### src/rtl/upd_timer_pkg.sv
package upd_timer_pkg;
  typedef enum logic [1:0] {
    ADDR_CTRL   = 2'd0,
    ADDR_STAT   = 2'd1,
    ADDR_CNT    = 2'd2,
    ADDR_RELOAD = 2'd3
  } reg_addr_e;

  localparam int unsigned CTRL_W   = 12;
  localparam int unsigned B_EN     = 0;
  localparam int unsigned B_UDIS   = 1;
  localparam int unsigned B_SRC    = 2;
  localparam int unsigned B_ONEP   = 3;
  localparam int unsigned B_BUF    = 7;
  localparam int unsigned B_DIV_LO = 8;
  localparam int unsigned B_MIRROR = 11;
  localparam logic [CTRL_W-1:0] CTRL_MASK = 12'hB8F;

  typedef enum logic [1:0] {
    DIV_1   = 2'b00,
    DIV_2   = 2'b01,
    DIV_4   = 2'b10,
    DIV_RSV = 2'b11
  } div_e;
endpackage

### src/rtl/upd_timer_ctrl.sv
module upd_timer_ctrl
  import upd_timer_pkg::*;
(
  input  logic              clk,
  input  logic              rst_n,
  input  logic              wr,
  input  logic [CTRL_W-1:0] wdata,
  input  logic              stop_req,
  output logic [CTRL_W-1:0] ctrl
);
  logic [CTRL_W-1:0] ctrl_q, ctrl_d;

  always_comb begin
    ctrl_d = ctrl_q;
    if (wr) ctrl_d = wdata & CTRL_MASK;
    if (stop_req) ctrl_d[B_EN] = 1'b0;
  end

  always_ff @(posedge clk or negedge rst_n) begin
    if (!rst_n) ctrl_q <= '0;
    else        ctrl_q <= ctrl_d;
  end

  assign ctrl = ctrl_q;

  // one-pulse stop wins over a control write
  a_r4_onep_stop: assert property (@(posedge clk) disable iff (!rst_n)
    stop_req |=> !ctrl_q[B_EN]);
endmodule

### src/rtl/upd_timer_core.sv
module upd_timer_core #(
  parameter int unsigned CNT_W = 16
) (
  input  logic             clk,
  input  logic             rst_n,
  input  logic             en,
  input  logic             udis,
  input  logic             src_ovf_only,
  input  logic             onep,
  input  logic             buf_en,
  input  logic             cnt_wr,
  input  logic             rld_wr,
  input  logic [CNT_W-1:0] wdata,
  input  logic             sw_ug,
  input  logic             slv_upd,
  output logic [CNT_W-1:0] cnt,
  output logic [CNT_W-1:0] rld_buf,
  output logic             flag_set,
  output logic             stop_req
);
  localparam logic [CNT_W-1:0] ONE = {{(CNT_W-1){1'b0}}, 1'b1};

  logic [CNT_W-1:0] cnt_q, cnt_d;
  logic [CNT_W-1:0] buf_q, buf_d;
  logic [CNT_W-1:0] act_q, act_d;
  logic ovf, reinit, uev;

  assign ovf    = en && (cnt_q == act_q);
  assign reinit = sw_ug || slv_upd;
  assign uev    = !udis && (ovf || reinit);

  always_comb begin
    cnt_d = cnt_q;
    if (reinit)      cnt_d = '0;
    else if (cnt_wr) cnt_d = wdata;
    else if (en)     cnt_d = ovf ? '0 : cnt_q + ONE;
  end

  always_comb begin
    buf_d = rld_wr ? wdata : buf_q;
    act_d = act_q;
    if (rld_wr && !buf_en) act_d = wdata;
    else if (uev)          act_d = buf_q;
  end

  always_ff @(posedge clk or negedge rst_n) begin
    if (!rst_n) begin
      cnt_q <= '0;
      buf_q <= '0;
      act_q <= '0;
    end else begin
      cnt_q <= cnt_d;
      buf_q <= buf_d;
      act_q <= act_d;
    end
  end

  assign cnt      = cnt_q;
  assign rld_buf  = buf_q;
  assign flag_set = uev && (ovf || !src_ovf_only);
  assign stop_req = uev && onep;

  // a match with no reinit or write is followed by zero
  a_r3_wrap: assert property (@(posedge clk) disable iff (!rst_n)
    (en && cnt_q == act_q && !reinit && !cnt_wr) |=> (cnt_q == '0));
  // update disable freezes the active value unless written directly
  a_r7_udis_hold: assert property (@(posedge clk) disable iff (!rst_n)
    (udis && !(rld_wr && !buf_en)) |=> $stable(act_q));
  // a strobe always clears the counter
  a_r12_ug_clear: assert property (@(posedge clk) disable iff (!rst_n)
    sw_ug |=> (cnt_q == '0));
endmodule

### src/rtl/upd_timer_flag.sv
module upd_timer_flag (
  input  logic clk,
  input  logic rst_n,
  input  logic set,
  input  logic clr,
  output logic flag,
  output logic dma
);
  logic flag_q, flag_d, dma_q;

  always_comb begin
    flag_d = flag_q;
    if (clr) flag_d = 1'b0;
    if (set) flag_d = 1'b1;
  end

  always_ff @(posedge clk or negedge rst_n) begin
    if (!rst_n) begin
      flag_q <= 1'b0;
      dma_q  <= 1'b0;
    end else begin
      flag_q <= flag_d;
      dma_q  <= set;
    end
  end

  assign flag = flag_q;
  assign dma  = dma_q;

  // only a clear can drop the flag
  a_r8_sticky: assert property (@(posedge clk) disable iff (!rst_n)
    (flag_q && !clr) |=> flag_q);
  // a DMA pulse comes only with a set flag
  a_r11_dma_flag: assert property (@(posedge clk) disable iff (!rst_n)
    dma_q |-> flag_q);
endmodule

### src/rtl/upd_timer_div.sv
module upd_timer_div
  import upd_timer_pkg::*;
#(
  parameter int unsigned PRE_W = 2
) (
  input  logic       clk,
  input  logic       rst_n,
  input  logic [1:0] div,
  output logic       tick
);
  logic [PRE_W-1:0] pre_q, pre_d;

  assign pre_d = pre_q + {{(PRE_W-1){1'b0}}, 1'b1};

  always_ff @(posedge clk or negedge rst_n) begin
    if (!rst_n) pre_q <= '0;
    else        pre_q <= pre_d;
  end

  always_comb begin
    unique case (div_e'(div))
      DIV_2:   tick = pre_q[0];
      DIV_4:   tick = &pre_q[1:0];
      default: tick = 1'b1;
    endcase
  end

  // divide-by-four never ticks twice in a row
  a_r10_div4_gap: assert property (@(posedge clk) disable iff (!rst_n)
    (div == 2'b10 && tick) |=> (!tick || div != 2'b10));
endmodule

### src/rtl/upd_timer.sv
module upd_timer
  import upd_timer_pkg::*;
#(
  parameter int unsigned CNT_W  = 16,
  parameter int unsigned DATA_W = 32
) (
  input  logic              clk,
  input  logic              rst_n,
  input  logic              wr_en,
  input  logic [1:0]        wr_addr,
  input  logic [DATA_W-1:0] wr_data,
  input  logic [1:0]        rd_addr,
  output logic [DATA_W-1:0] rd_data,
  input  logic              sw_ug,
  input  logic              slv_upd,
  output logic              upd_irq,
  output logic              upd_dma,
  output logic              smp_tick
);
  localparam int unsigned PAD_W = DATA_W - 1 - CNT_W;

  logic rst_s1, rst_s2;
  always_ff @(posedge clk or negedge rst_n) begin
    if (!rst_n) begin
      rst_s1 <= 1'b0;
      rst_s2 <= 1'b0;
    end else begin
      rst_s1 <= 1'b1;
      rst_s2 <= rst_s1;
    end
  end

  logic              ctrl_wr, stat_wr, cnt_wr, rld_wr;
  logic [CTRL_W-1:0] ctrl;
  logic [CNT_W-1:0]  cnt, rld_buf;
  logic              flag_set, stop_req, flag;
  logic              unused_wdata;

  assign ctrl_wr = wr_en && (wr_addr == ADDR_CTRL);
  assign stat_wr = wr_en && (wr_addr == ADDR_STAT);
  assign cnt_wr  = wr_en && (wr_addr == ADDR_CNT);
  assign rld_wr  = wr_en && (wr_addr == ADDR_RELOAD);
  assign unused_wdata = ^wr_data[DATA_W-1:CNT_W];

  upd_timer_ctrl u_ctrl (
    .clk(clk), .rst_n(rst_s2), .wr(ctrl_wr),
    .wdata(wr_data[CTRL_W-1:0]), .stop_req(stop_req), .ctrl(ctrl)
  );

  upd_timer_core #(.CNT_W(CNT_W)) u_core (
    .clk(clk), .rst_n(rst_s2),
    .en(ctrl[B_EN]), .udis(ctrl[B_UDIS]), .src_ovf_only(ctrl[B_SRC]),
    .onep(ctrl[B_ONEP]), .buf_en(ctrl[B_BUF]),
    .cnt_wr(cnt_wr), .rld_wr(rld_wr), .wdata(wr_data[CNT_W-1:0]),
    .sw_ug(sw_ug), .slv_upd(slv_upd),
    .cnt(cnt), .rld_buf(rld_buf), .flag_set(flag_set), .stop_req(stop_req)
  );

  upd_timer_flag u_flag (
    .clk(clk), .rst_n(rst_s2), .set(flag_set),
    .clr(stat_wr && !wr_data[0]), .flag(flag), .dma(upd_dma)
  );

  upd_timer_div #(.PRE_W(2)) u_div (
    .clk(clk), .rst_n(rst_s2), .div(ctrl[B_DIV_LO+1:B_DIV_LO]), .tick(smp_tick)
  );

  assign upd_irq = flag;

  always_comb begin
    unique case (reg_addr_e'(rd_addr))
      ADDR_CTRL:  rd_data = {{(DATA_W-CTRL_W){1'b0}}, ctrl};
      ADDR_STAT:  rd_data = {{(DATA_W-1){1'b0}}, flag};
      ADDR_CNT:   rd_data = {ctrl[B_MIRROR] & flag, {PAD_W{1'b0}}, cnt};
      default:    rd_data = {{(DATA_W-CNT_W){1'b0}}, rld_buf};
    endcase
  end

  // mirrored bit is zero whenever mirroring is off
  a_r9_mirror_off: assert property (@(posedge clk) disable iff (!rst_s2)
    (!ctrl[B_MIRROR] && rd_addr == 2'd2) |-> !rd_data[DATA_W-1]);
endmodule

### config.mk
export PLATFORM = sky130hd
export DESIGN_NAME = upd_timer
export DESIGN_NICKNAME = d
export VERILOG_FILES = /design/src/rtl/upd_timer_pkg.sv /design/src/rtl/upd_timer_ctrl.sv /design/src/rtl/upd_timer_core.sv /design/src/rtl/upd_timer_flag.sv /design/src/rtl/upd_timer_div.sv /design/src/rtl/upd_timer.sv
export SDC_FILE = /design/constraint.sdc
export NUM_CORES = 1
export LEC_CHECK = 0
export CAP_MARGIN = 20
export CORE_MARGIN = 2
export CORE_UTILIZATION = 60
export DETAILED_ROUTE_END_ITERATION = 16
export DONT_BUFFER_PORTS = 1
export GPL_TIMING_DRIVEN = 0
export PLACE_DENSITY = 0.76
export SYNTH_ARGS = -nofsm -noshare
export SYNTH_HDL_FRONTEND = slang
export SYNTH_SLANG_ARGS = --single-unit
### constraint.sdc
create_clock -name clk -period 2.85 [get_ports clk]
set_input_delay 0.285 -clock clk [delete_from_list [all_inputs] [get_ports clk]]
set_output_delay 0.285 -clock clk [all_outputs]
set_load 0.05 [all_outputs]
# Word-level counts from Yosys, hierarchy flattened

Index checks and enable logic that the tools add are counted.

Flip-flop bits (word level): 62
Logic and storage cells: 57

$add $sub $neg: 2
Equal/unequal tests: 8
Multiplexer cells: 12
Bitwise gates (word level): 1
Reductions and logical operators: 24

Operators by type and width:

| cell                    | count |
|---|---|
| $mux W16                | 6 |
| $pmux W32 S3            | 1 |
| $add A16 B1 Y16 const B | 1 |
| $eq A16 B16 Y1          | 1 |
| $logic_and A1 B1 Y1     | 10 |
| $eq A2 B2 Y1 const B    | 4 |
| $eq A2 B1 Y1 const B    | 3 |
| $reduce_bool A2 Y1      | 3 |
| $logic_not A1 Y1        | 4 |
| $logic_not A2 Y1        | 2 |
| $mux W1                 | 4 |
| $logic_or A1 B1 Y1      | 3 |
| $reduce_bool A3 Y1      | 1 |
| $add A2 B1 Y2 const B   | 1 |
| $pmux W1 S2             | 1 |
| $reduce_and A2 Y1       | 1 |
| $and A1 B1 Y1           | 1 |

# Logic depth before layout (Yosys ltp)

Depth after elaboration: 6
Depth in mapped cells: 9

# Modules after synthesis

A second synthesis with hierarchy kept.

Cell total of the unflattened synthesis: 318
Area total of the unflattened synthesis: 3552.2 µm²

By module, submodules not included:

| module         | instances | cells an instance | area each (µm²) | sequential area each (µm²) |
|---|---|---|---|---|
| upd_timer_core | 1         | 219               | 2433.6          | 1201.2 |
| upd_timer      | 1         | 63                | 584.3           | 50.0 |
| upd_timer_ctrl | 1         | 23                | 364.1           | 200.2 |
| upd_timer_div  | 1         | 9                 | 108.9           | 50.0 |
| upd_timer_flag | 1         | 4                 | 61.3            | 50.0 |

# Worst setup path before layout

OpenSTA, ideal clock, no wires.

Path type: input port to output port
Start: input rd_addr[0]
End: output rd_data[11]
Arrival time: 1.996 ns
Setup slack: 0.569 ns
Stages on the path: 4
Buffers on the path: 2
Path through: clkbuf_1 buf_1 mux2i_1 a21oi_1

Cells in the longest elaborated chain, start to end: 2
Elaborated cells between the ends (all ways): 4
Those cells by class: 2 x eq/ne; 1 x mux; 1 x reduce/logical

Ends and longest elaborated chain:

| what                                       | RTL line        | source |
|---|---|---|
| start, declared                            | upd_timer.sv:12 | `input logic [1:0] rd_addr,` |
| $eq A2 B2 Y1, or another cell as far along | upd_timer.sv:71 | `unique case (reg_addr_e'(rd_addr))` |
| $pmux W32 S3 (*)                           | upd_timer.sv:71 |  |
| end, declared                              | upd_timer.sv:13 | `output logic [DATA_W-1:0] rd_data,` |

Mark *: on every way between the ends. The rest lies on a longest branch, timed or not.

# Worst setup path after layout

Start: input rd_addr[0]
End: output rd_data[4]

The elaborated chain is that of the path after synthesis.

==> summary.md <==
The relative contribution of the clock network to total power is 0.276, and the ratio of total power to cell area is 613 nW/um^2. The number of flops mapped to enable cells by yosys works out to 0. The number of nets in the finished design came out at 453. Critical path's slowest cell: sky130_fd_sc_hd__clkdlybuf4s15_1. The clock latency on the worst-skew pair was 0.35 ns. By area the synthesized netlist is led by sky130_fd_sc_hd__dfrtp_1 (42%), sky130_fd_sc_hd__mux2_2 (8.2%), sky130_fd_sc_hd__nand2_1 (6.1%). Max-cap violation count: 0. After the first detailed-routing iteration, the DRC count stood at 333. For this design the total switching power over the nets is 0.889 mW.

Biggest fanout along the worst timing path: 10. The first global-routing pass estimated 15.2 mm of wire. In the final timing run, aggregate negative setup slack is 0 ns. Critical path's top delay family: buffers and inverters. The critical path contains buffers and inverters numbering 2 combined. The switching fraction of total power is 0.359. The final worst-path cycle share is 0.940. The tools report the final max-slew violation count as 0.

Setup repair after global routing left no endpoint under its margin. STA classifies the critical path endpoint as a primary output. Summed over all instances, the cell type with the most area after synthesis is sky130_fd_sc_hd__dfrtp_1. The required time of the critical path was 2.57 ns.

In this run, synthesis produced a sequential element count of 62. The endpoint of the most critical register-to-register path was u_core.act_q[9]. The first TritonRoute pass finished after 5 iterations.

The tools report the post-DP HPWL as 6.62 mm. In this run the vertical extent of the chip is 82.4 um. Cell with the most instances after synthesis: sky130_fd_sc_hd__dfrtp_1. The clock-pin slew on the worst setup and hold paths works out to 0.07 ns. The logs give 33 for the maximum number of pins on one net before global-route repair and 2.39 ns for the worst endpoint data arrival time. The number of cells on the worst reg-to-reg path is 7.

The tools report the startpoint kind of the worst setup timing path as an input pin. Sequential power share: 0.472. Port buffering added 0 buffers.

Setup violations remaining at the end of the flow were counted as 0. Core outline area: 5920 um^2. The launching instance or port of the critical path was rd_addr[0]. The total number of vias is 2961. The effective utilization at floorplan is 0.623, and the top achievable clock speed is 373 MHz. For the count of H-tree levels built during CTS, the log shows 3. The number of standard cells after synthesis was 381. The run gives 28 as the site row count. Ranked by instance count, the synthesized netlist is headed by sky130_fd_sc_hd__dfrtp_1 (62), sky130_fd_sc_hd__nand2_1 (60), sky130_fd_sc_hd__nor2_1 (30).

Dividing the detail-routed via count by the number of cells gives 6.07. The die covers 6790 um^2. The relative max-transition margin was 0.379; the clock net sink count was 62. The final global-route overflow total was 0. The portion of synthesized cell area occupied by the leading cell type is 0.421, and the via count of the first global-routing pass is 2933. The internal portion of total power came out at 1.59 mW.

In the final routed layout, each cell accounts on average for 19.5 um. Each instance of the synthesized netlist takes up on average 9.68 um^2. The number of antenna violations at the first check in global routing is 0. The source of the worst hold timing path is sw_ug. In the routed design, unresolved DRC markers number 0. The number of failing hold endpoints at the final stage was 0. On the final layout, the worst clock skew is 0.0107 ns.

Number of antenna cells inserted: 0. The category of the critical setup timing path was in2out. The total track usage came out at 0.310. The critical path goes through clkbuf_1 -> clkdlybuf4s15_1 -> mux2i_1 -> nor2b_1. TritonCTS built the clock tree.

The smallest clock period supported by the final layout is computed as 2.68 ns. The min-delay analysis places its worst path in the category in2reg. The clock passes through at most 2 buffers. The post-detailed-route count of antenna-violating nets was 0; the area added between synthesis and finish was 9.70%.

Across all register-to-register paths, the minimum setup slack is 0.56 ns. The number of different library cells used by synthesis comes to 52. Horizontal die dimension: 82.4 um. The number of cells traversed by the worst hold path was 1; the share of async-settable or async-resettable flops after synthesis was 1.00.

The fraction of the yosys area taken by sequential cells is 0.421. For this run, the leading register cell type out of synthesis is sky130_fd_sc_hd__dfrtp_1. At the end of routability-driven placement, the weighted congestion stood at 0.874. The worst hold path terminates at u_core.cnt[14]. The worst voltage drop across the vdd grid was 0.414 mV; the number of setup buffers added after CTS was 0. The share of post-route cells with drive strength above 1 is 0.208.

For this design the static power due to leakage is 1.83 nW. For this run, the slowest stage of the critical path takes 0.77 ns. During synthesis, Yosys emitted a total of 0 warnings.

Sum of routed wire length over all layers: 9.51 mm. The tools report the source of the worst register-to-register timing path as u_core.cnt[1]. Summing every instance area after synthesis gives 3690 um^2.

At the pin with the least slew margin, the transition time is 0.929 ns. Summing internal, switching and leakage power gives 2.48 mW. The top-level I/O count was 76; the number of buffers inserted during clock tree synthesis was 9. The combinational share of power came out at 0.252. Root buffer cell: sky130_fd_sc_hd__clkbuf_8.

The run finished with clean final reports.
-- final cells by class --
class | count | area, um^2
flip-flops and latches | 62 | 1550
clock inverters | 4 | 22.5
repair buffers | 2 | 30.0
multi-input cells | 289 | 1900
well taps | 75 | 93.8
inverters | 4 | 15.0
fillers | 477 | 1870
plain buffers | 40 | 287
clock buffers | 12 | 145
-- metal layers --
| layer | GRT usage | wire length, um |
|---|---|---|
| met1 | 0.413 | 4100 |
| met2 | 0.488 | 4460 |
| met5 | 0 | 0 |
| met3 | 0.0891 | 807 |
| met4 | 0.0983 | 148 |
-- flip-flops by register name (all words and copies together), names as in the netlist --
register / cells
u_div.pre_q: 2
u_flag.dma: 1
rst_s1: 1
u_ctrl.ctrl: 8
u_flag.flag: 1
rst_s2: 1
u_core.act_q: 16
u_core.rld_buf: 16
u_core.cnt: 16
-- cell usage in the layout, fill, tap and decap left out, types with 2 or more instances in the layout --
master	count
sky130_fd_sc_hd__dfrtp_1	61
sky130_fd_sc_hd__nand2_1	60
sky130_fd_sc_hd__nor2_1	30
sky130_fd_sc_hd__mux2_2	27
sky130_fd_sc_hd__xor2_1	16
sky130_fd_sc_hd__a31oi_1	16
sky130_fd_sc_hd__conb_1	16
sky130_fd_sc_hd__buf_4	15
sky130_fd_sc_hd__clkbuf_1	11
sky130_fd_sc_hd__a22oi_1	11
sky130_fd_sc_hd__nand3_1	10
sky130_fd_sc_hd__clkbuf_8	10
sky130_fd_sc_hd__mux2i_1	9
sky130_fd_sc_hd__nor2b_1	8
sky130_fd_sc_hd__buf_6	7
sky130_fd_sc_hd__a21oi_1	7
sky130_fd_sc_hd__nor3_1	7
sky130_fd_sc_hd__a22o_1	6
sky130_fd_sc_hd__and3_1	6
sky130_fd_sc_hd__o221ai_1	6
sky130_fd_sc_hd__buf_2	5
sky130_fd_sc_hd__nand4_1	5
sky130_fd_sc_hd__o211ai_1	5
sky130_fd_sc_hd__and2_1	5
sky130_fd_sc_hd__inv_1	4
sky130_fd_sc_hd__o21ai_0	4
sky130_fd_sc_hd__ha_1	4
sky130_fd_sc_hd__nor4_2	3
sky130_fd_sc_hd__or2_2	3
sky130_fd_sc_hd__dlygate4sd1_1	3
sky130_fd_sc_hd__clkinv_2	3
sky130_fd_sc_hd__a21oi_2	2
sky130_fd_sc_hd__nor3b_1	2
-- worst max-delay path by stage --
stage	to	slack (ns)	depth (start not counted)
after CTS	rd_data[11]	0.09	4
after detailed placement	rd_data[11]	0.10	4
after global routing	rd_data[13]	0.03	4
after floorplan	rd_data[11]	0.57	4
final	rd_data[4]	0.17	4
after global placement	rd_data[11]	0.10	4
-- per-stage QoR --
step | area [um^2] | hold slack [ns] | utilization | cells | setup slack [ns]
2_1_floorplan | 3740 | -0.0106 | - | 395 | 0.569
3_3_place_gp | 3830 | -0.0105 | 0.648 | 470 | 0.105
3_5_place_dp | 3860 | -0.0105 | 0.651 | 471 | 0.103
4_1_cts | 4030 | 0.0216 | 0.681 | 488 | 0.0863
5_1_grt | 4050 | 0.0308 | 0.683 | 488 | 0.0293
6_report | 4050 | 0.0276 | 0.683 | 488 | 0.172
-- logic make-up after synthesis --
logic type | Yosys count | synth area share
and+or+nand+nor | 147 | 0.191
adders and majority gates | 4 | 0.0136
other | 2 | 0.00204
buffers and inverters | 44 | 0.0801
AOI/OAI and AO/OA | 68 | 0.139
xor gates and xnor gates | 17 | 0.0404
DFF | 62 | 0.421
muxes | 37 | 0.113
-- power groups by stage --
stage | logic (mW) | registers, mW | clock network [mW]
2_1_floorplan | 0.522 | 1.15 | 0
3_3_place_gp | 0.594 | 1.18 | 0
3_5_place_dp | 0.619 | 1.18 | 0
4_1_cts | 0.623 | 1.17 | 0.687
5_1_grt | 0.681 | 1.19 | 0.718
6_report | 0.625 | 1.17 | 0.685
-- what timing repair did --
item | 4_1_cts | 5_1_grt
setup endpoints to repair | 0 | 2
resized for setup | 0 | 3
hold buffers | 1 | 0
endpoints found under the hold margin | 2 | 0
Power figures use the tool's default switching activity.
